`src/rtl/kwd_pkg.sv`:
```
package kwd_pkg;

    localparam int ADDR_W = 12;
    localparam int DATA_W = 32;
    localparam int CNT_W  = 8;
    localparam int RATE_W = 3;

    localparam logic [ADDR_W-1:0] OFS_CFG     = 12'h000;
    localparam logic [ADDR_W-1:0] OFS_RESTART = 12'h004;
    localparam logic [ADDR_W-1:0] OFS_LOCK    = 12'h008;
    localparam logic [ADDR_W-1:0] OFS_COUNT   = 12'h00C;
    localparam logic [ADDR_W-1:0] OFS_IE      = 12'h200;
    localparam logic [ADDR_W-1:0] OFS_STATUS  = 12'h204;
    localparam logic [ADDR_W-1:0] OFS_CLR     = 12'h208;
    localparam logic [ADDR_W-1:0] OFS_SET     = 12'h20C;

    localparam logic [7:0] KEY_RESTART = 8'hB2;
    localparam logic [7:0] KEY_LOCK    = 8'h3A;

    // Stored configuration fields
    typedef struct packed {
        logic [RATE_W-1:0] rate;
        logic [CNT_W-1:0]  int_cmp;
        logic [CNT_W-1:0]  rst_cmp;
        logic              rst_en;
        logic              int_en;
        logic              run;
    } cfg_t;

    // One bus transfer as seen by the register file
    typedef struct packed {
        logic              we;
        logic [ADDR_W-1:0] addr;
        logic [DATA_W-1:0] wdata;
    } bus_req_t;

    function automatic cfg_t word_to_cfg(input logic [DATA_W-1:0] w);
        cfg_t c;
        c.run     = w[0];
        c.int_en  = w[1];
        c.rst_en  = w[2];
        c.rst_cmp = w[15:8];
        c.int_cmp = w[23:16];
        c.rate    = w[26:24];
        return c;
    endfunction

    function automatic logic [DATA_W-1:0] cfg_to_word(input cfg_t c);
        logic [DATA_W-1:0] w;
        w        = '0;
        w[0]     = c.run;
        w[1]     = c.int_en;
        w[2]     = c.rst_en;
        w[15:8]  = c.rst_cmp;
        w[23:16] = c.int_cmp;
        w[26:24] = c.rate;
        return w;
    endfunction

endpackage

```
`src/rtl/kwd_regfile.sv`:
```
module kwd_regfile
    import kwd_pkg::*;
(
    input  logic              clk_i,
    input  logic              rst_i,
    input  bus_req_t          req_i,
    input  logic [CNT_W-1:0]  count_i,
    input  logic              status_i,
    output cfg_t              cfg_o,
    output logic              locked_o,
    output logic              ie_o,
    output logic              restart_o,
    output logic              sw_set_o,
    output logic              sw_clr_o,
    output logic [DATA_W-1:0] rdata_o
);

    cfg_t cfg_q;
    logic locked_q;
    logic ie_q;

    logic wr_cfg, wr_restart, wr_lock, wr_ie, wr_clr, wr_set;

    always_comb begin
        wr_cfg     = req_i.we && (req_i.addr == OFS_CFG);
        wr_restart = req_i.we && (req_i.addr == OFS_RESTART);
        wr_lock    = req_i.we && (req_i.addr == OFS_LOCK);
        wr_ie      = req_i.we && (req_i.addr == OFS_IE);
        wr_clr     = req_i.we && (req_i.addr == OFS_CLR);
        wr_set     = req_i.we && (req_i.addr == OFS_SET);
    end

    always_ff @(posedge clk_i) begin
        if (rst_i) begin
            cfg_q    <= '0;
            locked_q <= 1'b0;
            ie_q     <= 1'b0;
        end else begin
            if (wr_cfg && !locked_q)
                cfg_q <= word_to_cfg(req_i.wdata);
            if (wr_lock && (req_i.wdata[7:0] == KEY_LOCK))
                locked_q <= 1'b1;
            if (wr_ie)
                ie_q <= req_i.wdata[0];
        end
    end

    // A locked timer always runs
    always_comb begin
        cfg_o     = cfg_q;
        cfg_o.run = cfg_q.run | locked_q;
    end

    assign locked_o  = locked_q;
    assign ie_o      = ie_q;
    assign restart_o = wr_restart && (req_i.wdata[7:0] == KEY_RESTART);
    assign sw_set_o  = wr_set && req_i.wdata[0];
    assign sw_clr_o  = wr_clr && req_i.wdata[0];

    always_comb begin
        rdata_o = '0;
        case (req_i.addr)
            OFS_CFG:    rdata_o = cfg_to_word(cfg_o);
            OFS_LOCK:   rdata_o[0] = locked_q;
            OFS_COUNT:  rdata_o[CNT_W-1:0] = count_i;
            OFS_IE:     rdata_o[0] = ie_q;
            OFS_STATUS: rdata_o[0] = status_i;
            default:    rdata_o = '0;
        endcase
    end

endmodule

```
`src/rtl/kwd_counter.sv`:
```
module kwd_counter
    import kwd_pkg::*;
#(
    parameter int NUM_RATES = 4
) (
    input  logic                 clk_i,
    input  logic                 rst_i,
    input  logic                 run_i,
    input  logic [RATE_W-1:0]    rate_i,
    input  logic [NUM_RATES-1:0] tick_i,
    input  logic                 restart_i,
    input  logic [CNT_W-1:0]     int_cmp_i,
    input  logic [CNT_W-1:0]     rst_cmp_i,
    output logic [CNT_W-1:0]     count_o,
    output logic                 int_hit_o,
    output logic                 rst_hit_o
);

    localparam logic [CNT_W-1:0] CNT_MAX = {CNT_W{1'b1}};

    logic [NUM_RATES-1:0] tick_gated;
    logic                 tick_sel;
    logic [CNT_W-1:0]     count_q;
    logic [CNT_W-1:0]     count_nxt;
    logic                 advance;

    // Rate code k (1..NUM_RATES) picks tick line k-1; all other codes pick nothing
    for (genvar g = 0; g < NUM_RATES; g++) begin : g_rate
        assign tick_gated[g] = tick_i[g] && (rate_i == RATE_W'(g + 1));
    end

    assign tick_sel  = |tick_gated;
    assign advance   = run_i && tick_sel && (count_q != CNT_MAX) && !restart_i;
    assign count_nxt = count_q + 1'b1;

    always_ff @(posedge clk_i) begin
        if (rst_i)
            count_q <= '0;
        else if (restart_i)
            count_q <= '0;
        else if (advance)
            count_q <= count_nxt;
    end

    assign count_o   = count_q;
    assign int_hit_o = advance && (count_nxt == int_cmp_i);
    assign rst_hit_o = advance && (count_nxt == rst_cmp_i);

endmodule

```
`src/rtl/kwd_events.sv`:
```
module kwd_events
    import kwd_pkg::*;
(
    input  logic clk_i,
    input  logic rst_i,
    input  logic int_hit_i,
    input  logic rst_hit_i,
    input  logic int_en_i,
    input  logic rst_en_i,
    input  logic ie_i,
    input  logic sw_set_i,
    input  logic sw_clr_i,
    output logic status_o,
    output logic irq_o,
    output logic rst_req_o
);

    logic status_q;
    logic rst_req_q;
    logic status_d;

    // Any set source overrides a clear in the same cycle
    always_comb begin
        status_d = status_q && !sw_clr_i;
        if ((int_hit_i && int_en_i) || sw_set_i)
            status_d = 1'b1;
    end

    always_ff @(posedge clk_i) begin
        if (rst_i) begin
            status_q  <= 1'b0;
            rst_req_q <= 1'b0;
        end else begin
            status_q  <= status_d;
            rst_req_q <= rst_hit_i && rst_en_i;
        end
    end

    assign status_o  = status_q;
    assign irq_o     = status_q && ie_i;
    assign rst_req_o = rst_req_q;

endmodule

```
`src/rtl/keyed_watchdog.sv`:
```
module keyed_watchdog
    import kwd_pkg::*;
#(
    parameter int NUM_RATES = 4
) (
    input  logic                 clk_i,
    input  logic                 rst_i,
    input  logic                 bus_we_i,
    input  logic [ADDR_W-1:0]    bus_addr_i,
    input  logic [DATA_W-1:0]    bus_wdata_i,
    output logic [DATA_W-1:0]    bus_rdata_o,
    input  logic [NUM_RATES-1:0] tick_i,
    output logic                 irq_o,
    output logic                 wdt_rst_o
);

    bus_req_t         req;
    cfg_t             cfg_eff;
    logic             locked;
    logic             ie;
    logic             restart;
    logic             sw_set;
    logic             sw_clr;
    logic [CNT_W-1:0] count;
    logic             status;
    logic             int_hit;
    logic             rst_hit;

    assign req.we    = bus_we_i;
    assign req.addr  = bus_addr_i;
    assign req.wdata = bus_wdata_i;

    kwd_regfile u_regs (
        .clk_i     (clk_i),
        .rst_i     (rst_i),
        .req_i     (req),
        .count_i   (count),
        .status_i  (status),
        .cfg_o     (cfg_eff),
        .locked_o  (locked),
        .ie_o      (ie),
        .restart_o (restart),
        .sw_set_o  (sw_set),
        .sw_clr_o  (sw_clr),
        .rdata_o   (bus_rdata_o)
    );

    kwd_counter #(.NUM_RATES(NUM_RATES)) u_cnt (
        .clk_i     (clk_i),
        .rst_i     (rst_i),
        .run_i     (cfg_eff.run),
        .rate_i    (cfg_eff.rate),
        .tick_i    (tick_i),
        .restart_i (restart),
        .int_cmp_i (cfg_eff.int_cmp),
        .rst_cmp_i (cfg_eff.rst_cmp),
        .count_o   (count),
        .int_hit_o (int_hit),
        .rst_hit_o (rst_hit)
    );

    kwd_events u_evt (
        .clk_i     (clk_i),
        .rst_i     (rst_i),
        .int_hit_i (int_hit),
        .rst_hit_i (rst_hit),
        .int_en_i  (cfg_eff.int_en),
        .rst_en_i  (cfg_eff.rst_en),
        .ie_i      (ie),
        .sw_set_i  (sw_set),
        .sw_clr_i  (sw_clr),
        .status_o  (status),
        .irq_o     (irq_o),
        .rst_req_o (wdt_rst_o)
    );

endmodule

```
`config.mk`:
```
export PLATFORM = sky130hd
export DESIGN_NAME = keyed_watchdog
export DESIGN_NICKNAME = d
export VERILOG_FILES = /design/src/rtl/kwd_pkg.sv /design/src/rtl/kwd_regfile.sv /design/src/rtl/kwd_counter.sv /design/src/rtl/kwd_events.sv /design/src/rtl/keyed_watchdog.sv
export SDC_FILE = /design/constraint.sdc
export NUM_CORES = 1
export LEC_CHECK = 0
export BUFFER_PORTS_ARGS = -buffer_cell sky130_fd_sc_hd__buf_2
export CORE_UTILIZATION = 53
export CTS_CLUSTER_DIAMETER = 100
export DETAILED_ROUTE_END_ITERATION = 12
export PLACE_DENSITY_LB_ADDON = 0.1
export SLEW_MARGIN = 10
export SYNTH_ARGS = -nofsm -noshare
export SYNTH_HDL_FRONTEND = slang
export SYNTH_SLANG_ARGS = --single-unit
```
`constraint.sdc`:
```
create_clock -name clk_i -period 4.2 [get_ports clk_i]
set_input_delay 0.42 -clock clk_i [delete_from_list [all_inputs] [get_ports clk_i]]
set_output_delay 0.42 -clock clk_i [all_outputs]
set_load 0.02 [all_outputs]
```
# --- After elaboration in Yosys (flattened, before gate mapping) ---
# Index checks and enable logic that the tools add are counted.
totals:
  regBits: 34
  in_bits: 51
  out_inout_bits: 34
op_classes:
  addsub: 1
  eq_ne: 16
  n_mux: 4
  bitwise_logic: 1
  reduce_logical: 31
ops:
  columns: ["operator", "count"]
  rows:
  - ["$eq 12x10->1 const B", 4]
  - ["$eq 12x4->1 const B", 2]
  - ["$logic_and 1x1->1", 24]
  - ["$mux 19", 1]
  - ["$eq 8x8->1", 2]
  - ["$pmux 7 s2", 1]
  - ["$eq 12x3->1 const B", 1]
  - ["$logic_not 12->1", 1]
  - ["$add 8x1->8 const B", 1]
  - ["$eq 8x6->1 const B", 1]
  - ["$eq 8x8->1 const B", 1]
  - ["$ne 8x8->1 const B", 1]
  - ["$eq 3x2->1 const B", 2]
  - ["$pmux 1 s5", 1]
  - ["$reduce_or 4->1", 1]
  - ["$eq 3x1->1 const B", 1]
  - ["$eq 3x3->1 const B", 1]
  - ["$logic_not 1->1", 3]
  - ["$reduce_or 2->1", 1]
  - ["$logic_or 1x1->1", 1]
  - ["$mux 1", 1]
  - ["$or 1x1->1", 1]

# --- Depth between registers and ports, before layout ---
# Gate-level depths: netlist of run 1.
logic_depth:
  word_depth: 10
  ltp_mapped: 7

# --- By module ---
# Synthesis of run 1 repeated with hierarchy kept, for this count alone.
hier_totals:
  cells_unflattened: 308
  hier_area_um2: 2563.7
by_module_without_submodules:
  columns: ["mod", "instances", "cells_each", "area_each_um2", "seq_area_each_um2"]
  rows:
  - ["kwd_regfile", 1, 200, 1712.9, 480.5]
  - ["kwd_counter", 1, 99, 777.0, 160.2]
  - ["kwd_events", 1, 9, 73.8, 40.0]

# --- Least setup slack after synthesis of run 1 ---
# Ideal clock, no wire load.
synth_path:
  path_kind: "input-to-output"
  start: "in bus_addr_i[4]"
  end: "out bus_rdata_o[17]"
  t_arrival_ps: 1579
  t_required_ps: 3780
  path_slack_ps: 2201
  stages: 5
  path_cell_list: "nor4_4 > and4b_1 > clkbuf_1 > clkbuf_1 > and3_1"
synth_via:
  elab_chain_len: 2
synth_lines:
  columns: ["element", "line", "rtl"]
  rows:
  - ["from (decl)", "keyed_watchdog.sv:9", "input logic [ADDR_W-1:0] bus_addr_i,"]
  - ["$logic_not 12->1", "kwd_regfile.sv:62", "case (req_i.addr)"]
  - ["$mux 19", "kwd_regfile.sv:62", null]
  - ["to (decl)", "keyed_watchdog.sv:11", "output logic [DATA_W-1:0] bus_rdata_o,"]
# No other way between the ends.

# --- Worst setup path in the final report of run 1 ---
layout_path:
  start: "in bus_addr_i[4]"
  end: "out bus_rdata_o[1]"
layout_via:
  elab_chain_len: 2
  word_cells_on_any_way: 3
layout_lines:
  columns: ["element", "line"]
  rows:
  - ["$eq 12x4->1 or $logic_not 12->1 (tied branches)", "kwd_regfile.sv:62"]
  - ["$pmux 7 s2 *", "kwd_regfile.sv:62"]
# Every way passes the cells marked *; elsewhere a longest branch is shown, timed or not.

==> metrics.txt, run 1 <==
# TYPE chip_impl_metric gauge
chip_impl_metric{name="combPwrFrac",unit=""} 0.076
chip_impl_metric{name="floorplan.initialDensity",unit=""} 0.572
chip_impl_metric{name="detailed_place_hpwl",unit="um"} 4180
chip_impl_info{name="worst_hold_startpoint",value="bus_wdata_i[14]"} 1
chip_impl_metric{name="design.core.area",unit="sq um"} 3800
chip_impl_metric{name="drt-wirelength-per-cell",unit="um"} 15.3
chip_impl_metric{name="floorplan_die_area",unit="sq um"} 4360
chip_impl_metric{name="synth_area",unit="sq um"} 2170
chip_impl_metric{name="die_height",unit="um"} 66.0
chip_impl_metric{name="maximum_number_of_pins_on_one_net_before_global_route_repair",unit=""} 30
chip_impl_metric{name="clkPwrFrac",unit=""} 0.392
chip_impl_metric{name="clock_skew",unit="ns"} 0.00344
chip_impl_metric{name="critPathMaxFanout",unit=""} 24
chip_impl_info{name="netlist_top_cells_area",value="dfxtp_1 (31%), mux2i_1 (12%), and3_1 (6.0%)"} 1
chip_impl_info{name="synth_top_area_cell",value="dfxtp_1"} 1
chip_impl_metric{name="htree_num_levels",unit=""} 2
chip_impl_metric{name="post-route-drc-count",unit=""} 0
chip_impl_metric{name="fillers",unit=""} 349
chip_impl_info{name="timing.rr.end",value="u_cnt.count_o[3]"} 1
chip_impl_metric{name="tightest_slew",unit="ns"} 0.739
chip_impl_info{name="rsz0062_at_grt",value="false"} 1
chip_impl_metric{name="holdPathStages",unit=""} 3
chip_impl_metric{name="route.vias.total",unit=""} 2213
chip_impl_metric{name="globalRouteTotalUtil",unit=""} 0.281
chip_impl_metric{name="synth_enable_flop_cells",unit=""} 0
chip_impl_metric{name="power_density_over_the_cells",unit="nW/um^2"} 233
chip_impl_metric{name="layout_min_cycle_time",unit="ns"} 2.55
chip_impl_metric{name="cts-resized-gates",unit=""} 0
chip_impl_info{name="commonest_non_fill_non_tap_cell_in_the_layout",value="buf_2"} 1
chip_impl_info{name="synthFlopType",value="dfxtp_1"} 1
chip_impl_metric{name="internal_power",unit="uW"} 455
chip_impl_metric{name="timing.max_slew.rel_slack",unit=""} 0.507
chip_impl_metric{name="post_synth_num_cell_types",unit=""} 47
chip_impl_metric{name="grt_pass1_wl",unit="um"} 9200
chip_impl_metric{name="critPathArrivalTime",unit="ns"} 2.13
chip_impl_metric{name="final_nets",unit=""} 380
chip_impl_info{name="origin_of_the_worst_setup_path",value="bus_addr_i[4]"} 1
chip_impl_metric{name="ios",unit=""} 85
chip_impl_metric{name="setup_viol_count_final",unit=""} 0
chip_impl_metric{name="dr.pass1.iters",unit=""} 7
chip_impl_metric{name="layout_cell_share_with_drive_strength_beyond_1",unit=""} 0.265
chip_impl_metric{name="reg2reg_slack",unit="ns"} 1.98
chip_impl_metric{name="maxSlewViolCount",unit=""} 0
chip_impl_info{name="reg2reg_start",value="u_cnt.count_o[0]"} 1
chip_impl_metric{name="gr-total-overflow",unit=""} 0
chip_impl_metric{name="timing.fmax",unit="MHz"} 391
chip_impl_metric{name="ys_seq_elements",unit=""} 34
chip_impl_metric{name="cts_setup_buffers",unit=""} 0
chip_impl_info{name="crit_path_start_kind",value="primary input"} 1
chip_impl_info{name="most-common-layout-cells",value="buf_2 (74), nor2_1 (34), dfxtp_1 (34), mux2i_1 (26), and3_1 (21)"} 1
chip_impl_metric{name="ys.warnings.count",unit=""} 0
chip_impl_info{name="setup.worst_path.class",value="primary input to primary output"} 1
chip_impl_metric{name="fin_crit_sh",unit=""} 0.608
chip_impl_metric{name="clock_sinks",unit=""} 34
chip_impl_metric{name="portion_of_the_post_synthesis_area_used_by_sequential_elements",unit=""} 0.313
chip_impl_metric{name="crit_required",unit="ns"} 3.78
chip_impl_metric{name="die_width",unit="um"} 66.0
chip_impl_metric{name="clkSlewWorstSetupHoldPaths",unit="ns"} 0.07
chip_impl_metric{name="switching_share",unit=""} 0.249
chip_impl_metric{name="net_load_switching_power",unit="uW"} 151
chip_impl_metric{name="initial_antenna_violation_count",unit=""} 0
chip_impl_metric{name="cts_hold_buf",unit=""} 0
chip_impl_metric{name="detail_route.iter0.violations",unit=""} 143
chip_impl_metric{name="power.ir.vdd_worst",unit="mV"} 0.155
chip_impl_info{name="worst_hold_path.endpoint",value="u_regs.cfg_o[9]"} 1
chip_impl_info{name="min_path_type",value="primary input to flip-flop"} 1
chip_impl_metric{name="number_of_failing_hold_endpoints_at_the_final_stage",unit=""} 0
chip_impl_metric{name="reg2reg_depth",unit=""} 6
chip_impl_metric{name="diodes",unit=""} 0
chip_impl_metric{name="clock_tree.buffer_depth",unit=""} 2
chip_impl_metric{name="synth_top_area_frac",unit=""} 0.313
chip_impl_metric{name="first_global_vias",unit=""} 1952
chip_impl_metric{name="routabilityCongestion",unit=""} 0.960
chip_impl_metric{name="totalWireLength",unit="um"} 5750
chip_impl_metric{name="antenna_violating_nets_post_route",unit=""} 0
chip_impl_info{name="root_buffer_selected_by_cts",value="clkbuf_8"} 1
chip_impl_info{name="worstSetupEndpointType",value="primary output"} 1
chip_impl_metric{name="cts_buffers",unit=""} 5
chip_impl_metric{name="worst_skew_pair_later_pin_latency",unit="ns"} 0.29
chip_impl_metric{name="power.share.sequential",unit=""} 0.532
chip_impl_metric{name="totalNegativeSetupSlack",unit="ns"} 0
chip_impl_metric{name="post_synth_arst_share",unit=""} 0
chip_impl_metric{name="p_total",unit="uW"} 606
chip_impl_info{name="status",value="finished clean"} 1
chip_impl_info{name="clock_tree_from_tritoncts",value="done"} 1
chip_impl_metric{name="rows",unit=""} 22
chip_impl_metric{name="cells_after_synthesis",unit=""} 264
chip_impl_metric{name="buffer_ports.inserted",unit=""} 74
chip_impl_metric{name="number_of_maximum_capacitance_constraint_violations",unit=""} 0
chip_impl_metric{name="drt-vias-per-instance",unit=""} 5.89
chip_impl_metric{name="power.static_leakage",unit="uW"} 0.00133
chip_impl_metric{name="postSynthAreaPerCell",unit="sq um"} 8.23
chip_impl_metric{name="syn2layout_area_growth",unit="%"} 19.7
[per-stage QoR]
stage	utilization	cell area, sq um	std cells	worst slack [ns]	hold WS (ns)
floorplan	-	2190	268	2.20	0.472
global placement	0.663	2520	369	1.61	0.489
detailed placement	0.663	2520	369	1.54	0.505
CTS	0.685	2600	376	1.66	0.361
global route	0.685	2600	376	1.56	0.374
finish	0.685	2600	376	1.65	0.361
[sequential cells by signal, summed over array words and instances, names as in the netlist]
register,flops
u_evt.status_o,1
u_regs.ie_o,1
u_regs.locked_o,1
u_evt.rst_req_o,1
u_cnt.count_o,8
u_regs.cfg_o,21
u_regs.cfg_q,1
[cells in the mapped netlist, types with 4 or more instances]
master,instances
and4_1,4
and3_1,21
nand4_1,9
o21ai_0,9
a21oi_1,8
nand3_1,7
nand2_1,10
xnor2_1,12
mux2i_1,26
and2_1,5
xor2_1,7
buf_4,5
inv_1,5
dfxtp_1,34
clkbuf_1,14
nor3_1,5
nor2_1,34
[worst max-delay path by stage]
stage / endpoint
floorplan: bus_rdata_o[17]
global placement: u_regs.cfg_o[13]
detailed placement: u_regs.cfg_o[6]
CTS: bus_rdata_o[2]
global route: bus_rdata_o[2]
finish: bus_rdata_o[1]
[per-layer routing]
layer | vias up | GRT usage | share of wire
met2 | 112 | 0.463 | 0.46
met3 | 10 | 0.0552 | 0.066
met4 | 0 | 0.0931 | 0.014
li1 | 1080 | - | -
met5 | - | 0 | 0
met1 | 1011 | 0.366 | 0.46
[worst max-delay path, stage by stage]
cell and delay (ns):
buf_2 0.11, nor4_4 0.31, and4b_1 0.72, and2_1 0.25, a22o_1 0.15, buf_2 0.17
[logic make-up (layout without fill, tap and decap cells)]
| family | count (synthesis) | in the layout | synth area share |
|---|---|---|---|
| AND/OR/NAND/NOR | 119 | 119 | 0.313 |
| XOR/XNOR | 19 | 19 | 0.0766 |
| adder cells (fa/ha/maj) | 1 | 1 | 0.00576 |
| buffers and inverters | 28 | 88 | 0.0616 |
| flip-flops | 34 | 34 | 0.313 |
| other | 1 | 5 | 0.00173 |
| multiplexers | 26 | 26 | 0.120 |
| AO/OA/AOI/OAI | 36 | 36 | 0.108 |
[area by class of cell]
type                    instances  area [sq um]  area share
inverters                       5          18.8     0.00721
well taps                      48          60.1      0.0231
multi-input cells             206          1370       0.528
clock buffers                   5          68.8      0.0264
repair buffers                 76           385       0.148
flip-flops and latches         34           681       0.262
clock inverters                 2          15.0     0.00577
[power groups by stage]
stage                     Clock (uW)  Sequential [uW]  Combinational [uW]
final                            238              322                46.4
after detailed placement           0              330                45.8
after CTS                        239              322                45.9
after global routing             252              322                51.3
after floorplan                    0              330                21.8
after global placement             0              330                45.1
Note: power is estimated with default switching activity, not from simulation.
==> run 2, diff against run 1 <==
--- a/config.mk
+++ b/config.mk
@@ -6,7 +6,7 @@
 export NUM_CORES = 1
 export LEC_CHECK = 0
 export BUFFER_PORTS_ARGS = -buffer_cell sky130_fd_sc_hd__buf_2
-export CORE_UTILIZATION = 53
+export CORE_UTILIZATION = 44
 export CTS_CLUSTER_DIAMETER = 100
 export DETAILED_ROUTE_END_ITERATION = 12
 export PLACE_DENSITY_LB_ADDON = 0.1
==> constraint.sdc (replaced) <==
create_clock -name clk_i -period 2.22 [get_ports clk_i]
set_input_delay 0.222 -clock clk_i [delete_from_list [all_inputs] [get_ports clk_i]]
set_output_delay 0.222 -clock clk_i [all_outputs]
set_load 0.02 [all_outputs]
==> run 2 against run 1 <==
  * Register-to-register slack worse by 1.7 ns
  * Power is 94% higher
  * First-iteration DRC count is 4.2% lower
  * Via count is 2.0% lower
  * Final area is 2.6% higher
  * Routed wire length is 0.66% higher
  * Sequential share of layout area is 0.67 points lower
  * Global-route usage is 4.9 points lower
  * Die area is 20% higher
  * Non-clock buffer count is 5 higher
  * Clock skew is 0.00075 ns higher
  * Critical path type is now flip-flop to flip-flop
  * Critical endpoint is now u_cnt.count_o[3]
  * Highest routed layer unchanged
==> metrics.txt, run 2 (synthesis results as in run 1) <==
# TYPE chip_impl_metric gauge
chip_impl_metric{name="critical-path-max-stage-delay",unit="ns"} 0.46
chip_impl_info{name="root_buffer_selected_by_cts",value="clkbuf_8"} 1
chip_impl_metric{name="cts-resized-gates",unit=""} 0
chip_impl_metric{name="globalRouteTotalUtil",unit=""} 0.232
chip_impl_info{name="origin_of_the_worst_setup_path",value="u_cnt.count_o[0]"} 1
chip_impl_info{name="critPathSlowestCell",value="or3_1"} 1
chip_impl_metric{name="fin_crit_sh",unit=""} 0.868
chip_impl_metric{name="floorplan_die_area",unit="sq um"} 5220
chip_impl_metric{name="number_of_failing_hold_endpoints_at_the_final_stage",unit=""} 0
chip_impl_metric{name="design.core.area",unit="sq um"} 4720
chip_impl_info{name="min_path_type",value="primary input to flip-flop"} 1
chip_impl_metric{name="dr.pass1.iters",unit=""} 5
chip_impl_metric{name="grt_pass1_wl",unit="um"} 9270
chip_impl_info{name="reg2reg_start",value="u_cnt.count_o[0]"} 1
chip_impl_metric{name="initial_antenna_violation_count",unit=""} 0
chip_impl_metric{name="setup_viol_count_final",unit=""} 0
chip_impl_metric{name="totalNegativeSetupSlack",unit="ns"} 0
chip_impl_info{name="worst_hold_startpoint",value="bus_wdata_i[13]"} 1
chip_impl_metric{name="final_nets",unit=""} 385
chip_impl_metric{name="totalWireLength",unit="um"} 5790
chip_impl_metric{name="crit_required",unit="ns"} 2.45
chip_impl_metric{name="power_density_over_the_cells",unit="nW/um^2"} 440
chip_impl_metric{name="clkSlewWorstSetupHoldPaths",unit="ns"} 0.07
chip_impl_metric{name="critical_path.n_buffers_inverters",unit=""} 0
chip_impl_metric{name="clock_skew",unit="ns"} 0.00419
chip_impl_metric{name="maxSlewViolCount",unit=""} 0
chip_impl_metric{name="die_height",unit="um"} 72.3
chip_impl_metric{name="fillers",unit=""} 475
chip_impl_metric{name="drt-wirelength-per-cell",unit="um"} 14.4
chip_impl_info{name="crit_path_start_kind",value="flip-flop"} 1
chip_impl_metric{name="number_of_maximum_capacitance_constraint_violations",unit=""} 0
chip_impl_metric{name="floorplan.initialDensity",unit=""} 0.460
chip_impl_info{name="critical_path.cell_chain",value="ha_1 > and3_1 > nand4_1 > nand4_1 > or3_1 > a21oi_1"} 1
chip_impl_metric{name="power.static_leakage",unit="uW"} 0.00137
chip_impl_metric{name="ios",unit=""} 85
chip_impl_metric{name="die_width",unit="um"} 72.3
chip_impl_metric{name="clock_sinks",unit=""} 34
chip_impl_metric{name="max_ffs_per_register",unit=""} 21
chip_impl_metric{name="detailed_place_hpwl",unit="um"} 4310
chip_impl_info{name="crit_path_max_delay_family",value="simple AND/OR/NAND/NOR gates"} 1
chip_impl_metric{name="cts_buffers",unit=""} 5
chip_impl_metric{name="detail_route.iter0.violations",unit=""} 137
chip_impl_info{name="setup.worst_path.class",value="flip-flop to flip-flop"} 1
chip_impl_metric{name="critPathArrivalTime",unit="ns"} 2.15
chip_impl_metric{name="layout_min_cycle_time",unit="ns"} 1.93
chip_impl_metric{name="tightest_slew",unit="ns"} 0.544
chip_impl_metric{name="diodes",unit=""} 0
chip_impl_metric{name="cts_hold_buf",unit=""} 0
chip_impl_metric{name="clock_tree.buffer_depth",unit=""} 2
chip_impl_metric{name="timing.fmax",unit="MHz"} 519
chip_impl_metric{name="final_core_utilization",unit=""} 0.566
chip_impl_metric{name="drt-vias-per-instance",unit=""} 5.41
chip_impl_metric{name="cts_setup_buffers",unit=""} 0
chip_impl_metric{name="post-route-drc-count",unit=""} 0
chip_impl_info{name="worstSetupEndpointType",value="flip-flop"} 1
chip_impl_metric{name="htree_num_levels",unit=""} 2
chip_impl_metric{name="syn2layout_area_growth",unit="%"} 22.9
chip_impl_info{name="clock_tree_from_tritoncts",value="done"} 1
chip_impl_metric{name="first_global_vias",unit=""} 1826
chip_impl_info{name="rsz0062_at_grt",value="false"} 1
chip_impl_metric{name="critPathMaxFanout",unit=""} 8
chip_impl_info{name="status",value="finished clean"} 1
chip_impl_info{name="commonest_non_fill_non_tap_cell_in_the_layout",value="buf_2"} 1
chip_impl_info{name="most-common-layout-cells",value="buf_2 (74), nor2_1 (34), dfxtp_1 (34), mux2i_1 (26), and3_1 (21)"} 1
chip_impl_metric{name="routabilityCongestion",unit=""} 0.892
chip_impl_metric{name="gr-total-overflow",unit=""} 0
chip_impl_info{name="crit_path_frequent_cell",value="nand4_1"} 1
chip_impl_metric{name="antenna_violating_nets_post_route",unit=""} 0
chip_impl_metric{name="rows",unit=""} 25
chip_impl_metric{name="worst_skew_pair_later_pin_latency",unit="ns"} 0.29
chip_impl_metric{name="layout_cell_share_with_drive_strength_beyond_1",unit=""} 0.275
chip_impl_metric{name="power.ir.vdd_worst",unit="mV"} 0.300
chip_impl_metric{name="maximum_number_of_pins_on_one_net_before_global_route_repair",unit=""} 30
chip_impl_metric{name="buffer_ports.inserted",unit=""} 74
chip_impl_metric{name="route.vias.total",unit=""} 2169
chip_impl_metric{name="timing.max_slew.rel_slack",unit=""} 0.637
[run 2: changes by cell type in the layout (fill, tap and decap cells not counted), sizes merged]
cell      before  now
buf           76   81
clkbuf         5    7
clkinv         0    1
clkinvlp       2    0
[run 2: final timing paths]
kind | end | slack (ns) | cells past startpoint
worst min-delay path | u_regs.cfg_o[8] | 0.16 | 3
worst max-delay path | u_cnt.count_o[3] | 0.29 | 6
worst min register to register | u_regs.cfg_o[2] | 0.54 | 2
worst max register to register | u_cnt.count_o[3] | 0.29 | 6
[run 2: where the power goes]
group	internal (uW)	switching, uW	total [uW]
clock	250	229	479
sequential	610	0.0495	610
combinational	37.2	50.0	87.2
total	897	279	1180
[run 2: per-layer routing]
metal	global-route usage	part of all wire	vias up
met2	0.362	0.46	85
met5	0	0	-
met3	0.0472	0.068	8
li1	-	-	1085
met4	0.0632	0.010	0
met1	0.326	0.46	991
[run 2: tightest hold or removal path: cells and delay by family]
kind          cells  cell delay (ns)
buf+inv           1             0.07
mux               1             0.05
simple gates      1             0.07
[run 2: cell type report]
cell class,count,area (sq um),share of cell area
Timing Repair Buffer,81,423,0.158
Tap cell,67,83.8,0.0314
Multi-Input combinational cell,206,1370,0.514
Clock inverter,1,5.00,0.00187
Inverter,5,18.8,0.00703
Sequential cell,34,681,0.255
Clock buffer,7,86.3,0.0323
[run 2: through the flow]
| step | total power, uW | instance area, sq um | setup WS (ns) | hold WS, ns | cells |
|---|---|---|---|---|---|
| after floorplan | 665 | 2190 | 0.492 | 0.366 | 268 |
| after global placement | 710 | 2580 | 0.302 | 0.454 | 393 |
| after detailed placement | 711 | 2580 | 0.287 | 0.461 | 393 |
| after CTS | 1180 | 2670 | 0.306 | 0.157 | 401 |
| after global routing | 1220 | 2670 | 0.188 | 0.165 | 401 |
| final | 1180 | 2670 | 0.294 | 0.156 | 401 |
==> run 3, diff against run 2 <==
--- a/config.mk
+++ b/config.mk
@@ -5,6 +5,7 @@
 export SDC_FILE = /design/constraint.sdc
 export NUM_CORES = 1
 export LEC_CHECK = 0
+export ABC_AREA = 1
 export BUFFER_PORTS_ARGS = -buffer_cell sky130_fd_sc_hd__buf_2
 export CORE_UTILIZATION = 44
 export CTS_CLUSTER_DIAMETER = 100
==> run 3 against run 2 <==
  * Global-route usage decreased by 2.0 points
  * Synthesized area increased by 0.23%
  * Setup slack better by 0.0067 ns
  * Sequential cell count unchanged
  * Clock power up 44%
  * Clock-buffer cell count is 2 lower
  * Power increased by 18%
==> metrics.txt, run 3 <==
# TYPE chip_impl_metric gauge
chip_impl_metric{name="cts_hold_buf",unit=""} 0
chip_impl_metric{name="portion_of_the_post_synthesis_area_used_by_sequential_elements",unit=""} 0.312
chip_impl_metric{name="net_load_switching_power",unit="uW"} 292
chip_impl_metric{name="dp_cells",unit=""} 466
chip_impl_info{name="reg2reg_start",value="u_cnt.count_o[1]"} 1
chip_impl_metric{name="fillers",unit=""} 484
chip_impl_metric{name="synth-xor-area-share",unit=""} 0.0241
chip_impl_metric{name="crit_required",unit="ns"} 2.00
chip_impl_metric{name="final_nets",unit=""} 458
chip_impl_metric{name="post-route-drc-count",unit=""} 0
chip_impl_metric{name="stdcell_area",unit="sq um"} 2720
chip_impl_metric{name="synth_top_area_frac",unit=""} 0.312
chip_impl_metric{name="ys_seq_elements",unit=""} 34
chip_impl_metric{name="switching_share",unit=""} 0.210
chip_impl_metric{name="final_core_utilization",unit=""} 0.571
chip_impl_metric{name="internal_power",unit="uW"} 1100
chip_impl_metric{name="synth_area",unit="sq um"} 2180
chip_impl_metric{name="routabilityCongestion",unit=""} 0.808
chip_impl_metric{name="number_of_failing_hold_endpoints_at_the_final_stage",unit=""} 0
chip_impl_metric{name="layout_min_cycle_time",unit="ns"} 1.92
chip_impl_metric{name="grt_pass1_wl",unit="um"} 8690
chip_impl_metric{name="maxSlewViolCount",unit=""} 0
chip_impl_info{name="most-common-layout-cells",value="buf_2 (74), inv_1 (56), nand2_1 (48), nor2_1 (47), dfxtp_1 (34)"} 1
chip_impl_info{name="rsz0062_at_grt",value="false"} 1
chip_impl_info{name="synth_top_family_by_area",value="simple AND/OR/NAND/NOR gates"} 1
chip_impl_metric{name="postSynthAreaPerCell",unit="sq um"} 6.56
chip_impl_info{name="worst_hold_path.endpoint",value="u_regs.ie_o"} 1
chip_impl_metric{name="pre_cts_ws",unit="ns"} 0.329
chip_impl_metric{name="rows",unit=""} 25
chip_impl_metric{name="power.ir.vdd_worst",unit="mV"} 0.310
chip_impl_metric{name="power.static_leakage",unit="uW"} 0.00125
chip_impl_metric{name="max_ffs_per_register",unit=""} 21
chip_impl_metric{name="reg2reg_slack",unit="ns"} 0.52
chip_impl_metric{name="cells_after_synthesis",unit=""} 332
chip_impl_metric{name="drt-wirelength-per-cell",unit="um"} 11.1
chip_impl_metric{name="dr.pass1.iters",unit=""} 4
chip_impl_info{name="worst_hold_startpoint",value="rst_i"} 1
chip_impl_metric{name="globalRouteTotalUtil",unit=""} 0.212
chip_impl_metric{name="drt-vias-per-instance",unit=""} 4.73
chip_impl_metric{name="clock_sinks",unit=""} 34
chip_impl_metric{name="critPathArrivalTime",unit="ns"} 1.70
chip_impl_info{name="root_buffer_selected_by_cts",value="clkbuf_8"} 1
chip_impl_metric{name="final_cell_count_without_fillers",unit=""} 474
chip_impl_metric{name="cts_buffers",unit=""} 5
chip_impl_metric{name="power.share.sequential",unit=""} 0.438
chip_impl_metric{name="synth_enable_flop_cells",unit=""} 0
chip_impl_metric{name="post_synth_arst_share",unit=""} 0
chip_impl_info{name="commonest_non_fill_non_tap_cell_in_the_layout",value="buf_2"} 1
chip_impl_info{name="min_path_type",value="primary input to flip-flop"} 1
chip_impl_info{name="synth.most_common_cell",value="inv_1"} 1
chip_impl_metric{name="ios",unit=""} 85
chip_impl_metric{name="fin_crit_sh",unit=""} 0.865
chip_impl_info{name="timing.rr.end",value="u_evt.status_o"} 1
chip_impl_metric{name="floorplan.initialDensity",unit=""} 0.458
chip_impl_metric{name="route.vias.total",unit=""} 2241
chip_impl_metric{name="first_global_vias",unit=""} 1945
chip_impl_metric{name="clock_tree.buffer_depth",unit=""} 2
chip_impl_info{name="post_synth_most_frequent_cells",value="inv_1 (56), nand2_1 (48), nor2_1 (47), dfxtp_1 (34), a21oi_1 (31)"} 1
chip_impl_metric{name="synth_area_in_adders",unit=""} 0.00574
chip_impl_metric{name="post_synth_mux_area_share",unit=""} 0
chip_impl_info{name="synth_top_area_cell",value="dfxtp_1"} 1
chip_impl_metric{name="totalNegativeSetupSlack",unit="ns"} 0
chip_impl_metric{name="detail_route.iter0.violations",unit=""} 126
chip_impl_metric{name="cts_setup_buffers",unit=""} 0
chip_impl_metric{name="antenna_violating_nets_post_route",unit=""} 0
chip_impl_metric{name="ys.warnings.count",unit=""} 0
chip_impl_metric{name="fraction_of_the_mapped_netlist_area_in_compound_gates",unit=""} 0.186
chip_impl_info{name="setup.worst_path.class",value="primary input to primary output"} 1
chip_impl_metric{name="layout_cell_share_with_drive_strength_beyond_1",unit=""} 0.283
chip_impl_metric{name="critPathMaxFanout",unit=""} 7
chip_impl_metric{name="die_width",unit="um"} 72.4
chip_impl_info{name="worstSetupEndpointType",value="primary output"} 1
chip_impl_info{name="netlist_top_cells_area",value="dfxtp_1 (31%), inv_1 (9.6%), nand2_1 (8.3%)"} 1
chip_impl_metric{name="syn2layout_area_growth",unit="%"} 24.6
chip_impl_metric{name="clkSlewWorstSetupHoldPaths",unit="ns"} 0.07
chip_impl_metric{name="clkPwrFrac",unit=""} 0.497
chip_impl_metric{name="final_critical_path_setup_slack",unit="ns"} 0.300
chip_impl_info{name="status",value="finished clean"} 1
chip_impl_metric{name="buffer_ports.inserted",unit=""} 74
chip_impl_metric{name="timing.fmax",unit="MHz"} 521
chip_impl_metric{name="power_density_over_the_cells",unit="nW/um^2"} 513
chip_impl_metric{name="initial_antenna_violation_count",unit=""} 0
chip_impl_metric{name="cts-resized-gates",unit=""} 0
chip_impl_metric{name="setup_viol_count_final",unit=""} 0
chip_impl_metric{name="diodes",unit=""} 0
chip_impl_metric{name="yosys.area_share.simple",unit=""} 0.319
chip_impl_metric{name="dpl-instance-area",unit="sq um"} 2580
chip_impl_metric{name="combPwrFrac",unit=""} 0.065
chip_impl_metric{name="clock_skew",unit="ns"} 0.00245
chip_impl_metric{name="worst_skew_pair_later_pin_latency",unit="ns"} 0.29
chip_impl_metric{name="htree_num_levels",unit=""} 2
chip_impl_metric{name="number_of_maximum_capacitance_constraint_violations",unit=""} 0
chip_impl_info{name="synthFlopType",value="dfxtp_1"} 1
chip_impl_metric{name="gr-total-overflow",unit=""} 0
chip_impl_metric{name="maximum_number_of_pins_on_one_net_before_global_route_repair",unit=""} 45
chip_impl_metric{name="totalWireLength",unit="um"} 5280
chip_impl_info{name="crit_path_start_kind",value="primary input"} 1
chip_impl_info{name="clock_tree_from_tritoncts",value="done"} 1
chip_impl_metric{name="design.core.area",unit="sq um"} 4750
chip_impl_metric{name="detailed_place_hpwl",unit="um"} 4180
chip_impl_metric{name="floorplan_die_area",unit="sq um"} 5240
chip_impl_metric{name="post_synth_num_cell_types",unit=""} 34
chip_impl_metric{name="reg2reg_depth",unit=""} 9
chip_impl_metric{name="die_height",unit="um"} 72.4
chip_impl_metric{name="holdPathStages",unit=""} 2
## run 3: changes by cell type in the layout (fill, tap and decap cells not counted), moves of 11 or more
cell | before | now
and3_1 | 21 | 0
nor2_1 | 34 | 47
xnor2_1 | 12 | 1
nand3_1 | 7 | 21
inv_1 | 5 | 56
mux2i_1 | 26 | 0
nand2_1 | 10 | 48
a21oi_1 | 8 | 31
o21ai_1 | 0 | 20
## run 3: layout make-up
cell class | count | area [sq um] | area share
Timing Repair Buffer | 78 | 400 | 0.147
Inverter | 61 | 229 | 0.0843
Clock buffer | 5 | 68.8 | 0.0253
Sequential cell | 34 | 681 | 0.251
Clock inverter | 3 | 68.8 | 0.0253
Multi-Input combinational cell | 226 | 1180 | 0.436
Tap cell | 67 | 83.8 | 0.0309
## run 3: cells by family after synthesis
| kind of cell | Yosys count |
|---|---|
| and+or+nand+nor | 144 |
| buffers and inverters | 76 |
| AOI/OAI and AO/OA | 70 |
| DFF | 34 |
| xor gates and xnor gates | 6 |
| adders and majority gates | 1 |
| other | 1 |
## run 3: stage by stage
| stage | hold slack, ns | total power [uW] |
|---|---|---|
| after CTS | 0.153 | 1390 |
| after global placement | 0.452 | 712 |
| after floorplan | 0.291 | 671 |
| after global routing | 0.166 | 1440 |
| after detailed placement | 0.453 | 714 |
| final | 0.150 | 1390 |
## run 3: power by group through the flow
stage	registers, uW	clock network (uW)	logic [uW]
after global routing	609	728	102
after floorplan	624	0	47.5
after CTS	609	695	90.6
after detailed placement	624	0	90.2
final	609	692	90.4
after global placement	624	0	88.6
## run 3: worst max path at each step
stage,slack [ns],cells past startpoint,end,startpoint
after floorplan,0.64,8,bus_rdata_o[2],bus_addr_i[5]
after global placement,0.37,9,bus_rdata_o[1],bus_addr_i[4]
after detailed placement,0.33,9,bus_rdata_o[1],bus_addr_i[4]
after CTS,0.33,9,bus_rdata_o[1],bus_addr_i[4]
after global routing,0.17,9,bus_rdata_o[1],bus_addr_i[4]
final,0.30,9,bus_rdata_o[1],bus_addr_i[4]
## run 3: worst max-delay path, cell delays in order
cell     delay (ns)
buf_2          0.10
inv_2          0.04
nand2_1        0.05
nor2_2         0.18
inv_1          0.09
nor4_2         0.29
nand2_1        0.29
o22ai_1        0.22
buf_2          0.20
## run 3: routing by layer
metal,part of all wire,global-route usage,vias to the layer above
met5,0,0,-
met4,0.011,0.0523,0
met3,0.052,0.0500,7
met2,0.46,0.356,69
met1,0.48,0.275,959
li1,-,-,1206
